## src/rtl/iop_insn_decoder.sv

```systemverilog
module iop_insn_decoder #(
  parameter int AW = 20,
  parameter int NB = 6
) (
  input  logic            clk,
  input  logic            rst_n,
  input  logic            in_valid,
  output logic            in_ready,
  input  logic [AW-1:0]   in_addr,
  input  logic [8*NB-1:0] in_bytes,
  input  logic            out_ready,
  output logic            out_valid,
  output logic [2:0]      out_reg,
  output logic [1:0]      out_isz,
  output logic [1:0]      out_mode,
  output logic            out_wide,
  output logic [5:0]      out_opc,
  output logic [1:0]      out_base,
  output logic [2:0]      out_class,
  output logic [2:0]      out_len,
  output logic            out_has_ofs,
  output logic [7:0]      out_ofs,
  output logic [15:0]     out_imm,
  output logic [AW-1:0]   out_target,
  output logic [AW-1:0]   out_phys,
  output logic            out_invalid
);
  localparam logic [2:0] C_CTRL = 3'd0, C_RIMM = 3'd1, C_RONLY = 3'd2, C_MEM = 3'd3,
                         C_BR = 3'd4, C_CALL = 3'd5, C_LPI = 3'd6, C_INV = 3'd7;

  logic [7:0] bt [NB];
  for (genvar k = 0; k < NB; k++) begin : g_bt
    assign bt[k] = in_bytes[8*k +: 8];
  end

  wire [2:0] f_reg  = bt[0][7:5];
  wire [1:0] f_isz  = bt[0][4:3];
  wire [1:0] f_mode = bt[0][2:1];
  wire       f_wide = bt[0][0];
  wire [5:0] f_opc  = bt[1][7:2];
  wire [1:0] f_base = bt[1][1:0];

  wire imm_b = !f_wide && f_isz == 2'd1;
  wire imm_w = f_wide && f_isz == 2'd2;
  wire dsz   = f_isz == 2'd1 || f_isz == 2'd2;
  wire bare  = f_base == 2'd0 && !f_wide && f_mode == 2'd0 && f_isz == 2'd0;
  wire b0    = f_base == 2'd0;

  logic       ok, memf, tsl, lpi;
  logic [2:0] cls;

  always_comb begin
    ok = 1'b0; memf = 1'b0; tsl = 1'b0; lpi = 1'b0; cls = C_INV;
    case (f_opc)
      6'h00: begin cls = C_CTRL; ok = bare && f_reg != 3'd1; end
      6'h12: begin cls = C_CTRL; ok = bare && f_reg == 3'd1; end
      6'h02: begin cls = C_LPI; lpi = 1'b1; ok = f_wide && f_mode == 2'd0 && f_isz == 2'd2; end
      6'h08: begin
        if (b0 && f_reg == 3'd4 && f_mode == 2'd0 && (imm_b || imm_w)) begin
          cls = C_BR; ok = 1'b1;
        end else begin
          cls = C_RIMM; ok = b0 && (imm_b || imm_w);
        end
      end
      6'h09, 6'h0a, 6'h0c: begin cls = C_RIMM; ok = b0 && (imm_b || imm_w); end
      6'h0b, 6'h0e, 6'h0f: begin cls = C_RONLY; ok = bare; end
      6'h10, 6'h11: begin cls = C_BR; ok = b0 && !f_wide && dsz; end
      6'h13, 6'h30, 6'h31, 6'h32: begin cls = C_MEM; memf = 1'b1; ok = imm_b || imm_w; end
      6'h20, 6'h21, 6'h28, 6'h29, 6'h2a, 6'h2b,
      6'h34, 6'h35, 6'h36, 6'h37, 6'h3a, 6'h3b: begin
        cls = C_MEM; memf = 1'b1; ok = f_isz == 2'd0;
      end
      6'h22, 6'h23, 6'h26: begin cls = C_MEM; memf = 1'b1; ok = f_wide && f_isz == 2'd0; end
      6'h3d, 6'h3e: begin cls = C_MEM; memf = 1'b1; ok = !f_wide && f_isz == 2'd0; end
      6'h25: begin
        cls = C_BR; memf = 1'b1; tsl = 1'b1;
        ok = !f_wide && f_isz == 2'd3 && f_reg == 3'd0;
      end
      6'h27: begin cls = C_CALL; memf = 1'b1; ok = f_wide && f_reg == 3'd4 && dsz; end
      6'h2c, 6'h2d: begin cls = C_BR; memf = 1'b1; ok = !f_wide && dsz && f_reg == 3'd0; end
      6'h2e, 6'h2f: begin cls = C_BR; memf = 1'b1; ok = !f_wide && dsz; end
      6'h38, 6'h39: begin cls = C_BR; memf = 1'b1; ok = dsz; end
      default: ok = 1'b0;
    endcase
  end

  wire       has_ofs = ok && memf && f_mode == 2'd1;
  wire [2:0] imm_n   = lpi ? 3'd4 : tsl ? 3'd2 :
                       f_isz == 2'd1 ? 3'd1 : f_isz == 2'd2 ? 3'd2 : 3'd0;
  wire [2:0] len     = ok ? 3'd2 + {2'b0, has_ofs} + imm_n : 3'd2;
  wire [7:0] pb0     = has_ofs ? bt[3] : bt[2];
  wire [7:0] pb1     = has_ofs ? bt[4] : bt[3];
  wire       is_br   = ok && (cls == C_BR || cls == C_CALL);

  logic [15:0] imm;
  always_comb begin
    imm = 16'h0;
    if (ok) begin
      if (lpi)                          imm = {bt[3], bt[2]};
      else if (tsl || f_isz == 2'd1)    imm = {8'h0, pb0};
      else if (f_isz == 2'd2)           imm = {pb1, pb0};
    end
  end

  wire [15:0]   disp = tsl ? {{8{pb1[7]}}, pb1} :
                       f_isz == 2'd1 ? {{8{pb0[7]}}, pb0} : {pb1, pb0};
  wire [AW-1:0] tgt  = in_addr + AW'(len) + {{(AW-16){disp[15]}}, disp};
  wire [AW-1:0] phys = {bt[5], bt[4], 4'h0} + {4'h0, bt[3], bt[2]};

  assign in_ready = !out_valid || out_ready;
  wire take = in_valid && in_ready;

  always_ff @(posedge clk) begin
    if (!rst_n) begin
      out_valid <= 1'b0;
      out_reg <= '0; out_isz <= '0; out_mode <= '0; out_wide <= 1'b0;
      out_opc <= '0; out_base <= '0; out_class <= '0; out_len <= '0;
      out_has_ofs <= 1'b0; out_ofs <= '0; out_imm <= '0;
      out_target <= '0; out_phys <= '0; out_invalid <= 1'b0;
    end else begin
      if (take) begin
        out_valid   <= 1'b1;
        out_reg     <= f_reg;
        out_isz     <= f_isz;
        out_mode    <= f_mode;
        out_wide    <= f_wide;
        out_opc     <= f_opc;
        out_base    <= f_base;
        out_class   <= ok ? cls : C_INV;
        out_len     <= len;
        out_has_ofs <= has_ofs;
        out_ofs     <= has_ofs ? bt[2] : 8'h0;
        out_imm     <= imm;
        out_target  <= is_br ? tgt : '0;
        out_phys    <= (ok && lpi) ? phys : '0;
        out_invalid <= !ok;
      end else if (out_ready) begin
        out_valid <= 1'b0;
      end
    end
  end
endmodule

```

## config.mk

```make
export PLATFORM = sky130hd
export DESIGN_NAME = iop_insn_decoder
export DESIGN_NICKNAME = d
export VERILOG_FILES = /design/src/rtl/iop_insn_decoder.sv
export SDC_FILE = /design/constraint.sdc
export NUM_CORES = 1
export LEC_CHECK = 0
export ABC_AREA = 1
export ABC_CLOCK_PERIOD_IN_PS = 9000
export CAP_MARGIN = 10
export CORE_ASPECT_RATIO = 1.75
export CORE_MARGIN = 2
export CORE_UTILIZATION = 40
export CTS_CLUSTER_DIAMETER = 80
export DETAILED_ROUTE_END_ITERATION = 16
export DONT_BUFFER_PORTS = 1
export PLACE_DENSITY = 0.66
export SLEW_MARGIN = 40
export SYNTH_ARGS = -nofsm -noshare
export SYNTH_HDL_FRONTEND = slang
export SYNTH_SLANG_ARGS = --single-unit
```

## constraint.sdc

```tcl
create_clock -name clk -period 9 [get_ports clk]
set_input_delay 0.45 -clock clk [delete_from_list [all_inputs] [get_ports clk]]
set_output_delay 0.45 -clock clk [all_outputs]
set_load 0.01 [all_outputs]
```

==> flow_summary.json, run 1 <==
{
  "diodes": 0,
  "min_from": "rst_n",
  "rsz0062_at_grt": "no",
  "final_nets": 1031,
  "crit_cells": 29,
  "routed_wl_um": 20300,
  "ios": 162,
  "antenna_found_initial": 0,
  "place_inst": 1076,
  "initial_utilization_pct": 40.4,
  "synth_cell_type_count": 44,
  "cts_tree": "yes",
  "postCtsResizedCells": 0,
  "status": "completed",
  "hold_viol_final": 0,
  "endpoint_kind": "register",
  "cts_root_buf": "clkbuf_16",
  "post_cts.repair.setup_buffers": 0,
  "clk_latency_ns": 0.35,
  "fmax_ghz": 0.203,
  "setup_violations": 0,
  "hold_path_end": "out_len[0]",
  "fin_ws_ns": 4.09,
  "syn_to_final_growth_pct": 7.45,
  "critPathTopFamily": "simple AND/OR/NAND/NOR gates",
  "cp-start-kind": "input port",
  "worstMarginPinSlew_ns": 0.735,
  "slowest_stage": "fa_1",
  "routedWlPerCell_um": 18.6,
  "drive_gt1_share_pct": 7.06,
  "synth.avg_cell_area_um2": 6.72,
  "vias": 6035,
  "mostFrequentLayoutCell": "nand2_1",
  "firstDrtPassIters": 5,
  "async_flop_share_pct": 0,
  "ctsHoldBuffers": 0,
  "cts_buffers": 9,
  "r2r_setup_slack_ns": 6.05,
  "syn_inst": 917,
  "peakVddDrop_mv": 0.0894,
  "io_buffers": 0,
  "pre_cts_ws_ns": 3.76,
  "core.rowCount": 60,
  "grt_max_degree": 68,
  "finalWeightedCongestion": 1.05,
  "grt_usage_pct": 24.5,
  "synth_seq_cells": 89,
  "critPathBufInv": 4,
  "dieHeight_um": 168,
  "place_hpwl_um": 16000,
  "grt-ovfl-total": 0,
  "worst-setup-path-type": "in2reg",
  "die-area_um2": 16400,
  "post-route-util_pct": 43.4,
  "synth_top_area_share_pct": 28.9,
  "whs_ns": 0.239,
  "avgViaCountPerCell": 5.53,
  "hold_path.class": "in2reg",
  "grt_pass1_wl_um": 31500,
  "r2r_cells": 9,
  "die_w_um": 97.8,
  "clkSinkCount": 89,
  "grt_pass1_vias": 5820,
  "synth_area_leaders": "dfxtp_1 (29%), nand2_1 (15%), ha_1 (11%)",
  "layout_common_cells": "nand2_1 (243), a21oi_1 (116), dfxtp_1 (89)",
  "top_regs": "out_phys x20, out_target x20, out_imm x16",
  "maxSlewViolCount": 0,
  "fin_area_um2": 6620,
  "whs_path_depth": 2,
  "skew_ns": 0.0102,
  "crit_path_max_incr_delay_ns": 0.39,
  "ctsHtreeMaxLevel": 3,
  "arrival_ns": 5.11,
  "leakage_nw": 2.98,
  "tns_ns": 0,
  "synth.cell_area_um2": 6160,
  "placed_cell_area_um2": 6280,
  "ys.flop_type": "dfxtp_1",
  "reg2reg_from": "out_valid",
  "ys_warn_count": 0,
  "r2r-end": "out_imm[3]",
  "maxCapViolCount": 0,
  "drcViolationCount": 0,
  "clockBufferDepth": 2,
  "path_clk_slew_ns": 0.08,
  "fin_crit_sh_pct": 54.6,
  "core-area_um2": 15200,
  "relSlewSlack_pct": 51.0,
  "ys_seq_area_share_pct": 28.9,
  "initialDrtViolationCount": 333,
  "synth_top_cell_by_area": "dfxtp_1",
  "p_per_area_nw_per_um2": 163,
  "total_power_mw": 1.08,
  "ant_nets": 0,
  "syn-num-nets": 1047,
  "cp.required_ns": 9.20,
  "final_cells": 1092,
  "crit_path_frequent_cell": "nand2_1",
  "period_needed_ns": 4.91,
  "cp_max_fo": 27,
  "synth_edf_count": 0
}
==> report_power, final <==
group | switching [mW] | internal, mW
clock | 0.177 | 0.249
sequential | 0.0124 | 0.404
combinational | 0.154 | 0.0841
total | 0.344 | 0.738
==> cells in the mapped netlist (all sizes together), types with 11 or more instances <==
cell type and number:
a21oi 118, a31oi 11, clkbuf 21, dfxtp 89
ha 53, inv 93, nand2 248, nand3 66
nor2 65, nor3 13, o21ai 68
==> worst max path at each step <==
stage / from / endpoint
after global routing: in_bytes[3] / out_target[14]
after CTS: in_bytes[3] / out_target[14]
after global placement: in_bytes[3] / out_target[14]
final: in_bytes[15] / out_target[14]
after floorplan: in_bytes[4] / out_target[14]
after detailed placement: in_bytes[15] / out_target[14]
==> cells by family (layout without fill, tap and decap cells) <==
group	after synthesis	count (layout)	synth area share [%]
AND/OR/NAND/NOR	416	416	29.9
flip-flops	89	89	28.9
AO/OA/AOI/OAI	217	217	18.9
adder cells (fa/ha/maj)	58	58	12.4
XOR/XNOR	13	13	1.85
buffers and inverters	124	113	7.98
==> final cells by class <==
| class | count | area [µm²] |
|---|---|---|
| Fill cell | 1633 | 8620 |
| Multi-Input combinational cell | 704 | 3890 |
| Sequential cell | 89 | 1780 |
| Clock buffer | 9 | 225 |
| Tap cell | 186 | 233 |
| Inverter | 93 | 349 |
| Timing Repair Buffer | 4 | 30.0 |
| Clock inverter | 7 | 110 |
==> worst reg2reg max path, cell delays in order, from the launching register on <==
cell and delay (ns):
dfxtp_1 0.34, nand2_1 0.19, nand2_2 0.06, buf_4 0.33, inv_1 0.15, buf_4 0.46
nand2_1 0.47, inv_1 0.54, nand2_1 0.15, a31oi_1 0.18
==> routing by layer <==
metal / vias to the layer above / wire [µm] / GRT usage, %
met5: - / 0 / 0
met4: 0 / 1120 / 13.9
met3: 66 / 1410 / 6.85
met2: 213 / 10800 / 45.0
met1: 2724 / 6900 / 24.3
li1: 3032 / - / -
(Power assumes the default switching activity.)
==> run 2: changes to the inputs <==
Settings changed: ABC_CLOCK_PERIOD_IN_PS 9000 to 4100, PLACE_DENSITY 0.66 to 0.68.
Clock period 9 ns to 4.1 ns, I/O delays scaled along.
==> run 2 against run 1 <==
Die area is the same. Clock power grew 120%. Worst setup slack lost 3.8 ns. Sequential share of layout area shrank 2.9 points. Flip-flop and latch count is the same. Critical path type unchanged. Clock skew shrank 0.0023 ns. Global-route usage grew 1.4 points.
==> flow_summary.json, run 2 (synthesis gave the netlist of run 1 again) <==
{
  "ant_nets": 0,
  "core.rowCount": 60,
  "cts_buffers": 9,
  "maxSlewViolCount": 0,
  "worstMarginPinSlew_ns": 0.774,
  "fin_ws_ns": 0.252,
  "drcViolationCount": 0,
  "hold_viol_final": 0,
  "intPower_mw": 1.72,
  "whs_ns": 0.0109,
  "avgViaCountPerCell": 5.42,
  "routedWlPerCell_um": 18.3,
  "mostFrequentLayoutCell": "nand2_1",
  "pre_cts_ws_ns": -0.264,
  "leakage_nw": 3.46,
  "final_cells": 1192,
  "clockBufferDepth": 2,
  "endpoint_kind": "register",
  "syn_to_final_growth_pct": 20.5,
  "vias": 6464,
  "fmax_ghz": 0.260,
  "fin_crit_sh_pct": 93.8,
  "final_nets": 1131,
  "clkPwrFrac_pct": 37.5,
  "skew_ns": 0.00796,
  "place_inst": 1173,
  "ios": 162,
  "clk_latency_ns": 0.35,
  "routed_wl_um": 21900,
  "p_per_area_nw_per_um2": 339,
  "dieHeight_um": 168,
  "tns_ns": 0,
  "diodes": 0,
  "firstDrtPassIters": 6,
  "grt_usage_pct": 25.9,
  "ctsHtreeMaxLevel": 3,
  "grt_pass1_vias": 6304,
  "antenna_found_initial": 0,
  "post-route-util_pct": 48.7,
  "cts_tree": "yes",
  "maxCapViolCount": 0,
  "path_clk_slew_ns": 0.07,
  "peakVddDrop_mv": 0.225,
  "worst-setup-path-type": "in2reg",
  "hold_path.class": "in2reg",
  "finalWeightedCongestion": 1.01,
  "die-area_um2": 16400,
  "cp.required_ns": 4.37,
  "cp_max_fo": 24,
  "core-area_um2": 15200,
  "grt_max_degree": 67,
  "switching_share_pct": 31.7,
  "period_needed_ns": 3.85,
  "grt_pass1_wl_um": 33100,
  "initialDrtViolationCount": 327,
  "io_buffers": 0,
  "p_seq_share_pct": 36.4,
  "place_hpwl_um": 17300,
  "combPwrFrac_pct": 26.1,
  "drive_gt1_share_pct": 17.1,
  "die_w_um": 97.8,
  "cp-start-kind": "input port",
  "status": "completed",
  "setup_violations": 0,
  "layout_common_cells": "nand2_1 (242), a21oi_1 (115), buf_4 (99)",
  "relSlewSlack_pct": 48.2,
  "clkSinkCount": 89,
  "power.switching_mw": 0.798,
  "arrival_ns": 4.12,
  "initial_utilization_pct": 40.4,
  "grt-ovfl-total": 0,
  "cts_root_buf": "clkbuf_16",
  "top_regs": "out_phys x20, out_target x20, out_imm x16"
}
[run 2: area by class of cell]
class	instances	area, µm²
multi-input cells	704	3930
inverters	93	349
repair buffers	104	797
clock buffers	9	225
clock inverters	7	108
flip-flops and latches	89	1780
fillers	1594	7820
well taps	186	233
[run 2: layer usage]
layer	up-vias	global-route usage [%]	share of wire [%]
li1	3236	-	-
met4	0	16.1	6.5
met1	2910	24.1	33
met2	237	49.5	54
met5	-	0	0
met3	81	6.43	6.6
[run 2: power by group through the flow]
stage / Sequential [mW] / Clock (mW) / Combinational (mW)
floorplan: 0.928 / 0 / 0.415
global placement: 0.935 / 0 / 0.635
detailed placement: 0.935 / 0 / 0.638
CTS: 0.915 / 0.962 / 0.649
global route: 0.917 / 0.999 / 0.732
finish: 0.915 / 0.943 / 0.657
[run 2: path summary, 6_finish.rpt]
path / cells past startpoint / slack [ns] / startpoint / endpoint
min reg2reg: 2 / 0.51 / out_target[18] / out_target[18]
max: 28 / 0.25 / in_bytes[15] / out_target[14]
max reg2reg: 8 / 1.86 / out_valid / out_imm[3]
min: 2 / 0.01 / rst_n / out_len[1]
[run 2: worst max-delay path, stage by stage]
cell      delay (ns)
inv_2           0.03
nor2_4          0.23
buf_6           0.15
nand3_1         0.10
nand3b_1        0.11
nand2_1         0.05
nand2_1         0.07
nand2_1         0.06
nor2_2          0.13
nand3_4         0.10
nand2_4         0.07
buf_6           0.18
o21ai_0         0.12
o21ai_0         0.39
fa_2            0.55
ha_1            0.21
a21o_1          0.16
nand3_1         0.06
nand2_1         0.08
nand2_1         0.06
o211ai_1        0.10
a31oi_1         0.18
buf_4           0.15
o21ai_2         0.06
a21oi_1         0.18
or2_2           0.13
nand3_1         0.05
a21oi_1         0.13
[run 2: repair_timing]
item,CTS,global route
endpoints found under the setup margin,0,7
gates resized for setup,0,14
buffers inserted,0,1
hold endpoints to repair,21,0
hold buffers,2,0
[run 2: through the flow]
| stage | area (µm²) | total power, mW |
|---|---|---|
| after floorplan | 6180 | 1.34 |
| after global placement | 7030 | 1.57 |
| after detailed placement | 7030 | 1.57 |
| after CTS | 7380 | 2.53 |
| after global routing | 7420 | 2.65 |
| final | 7420 | 2.51 |
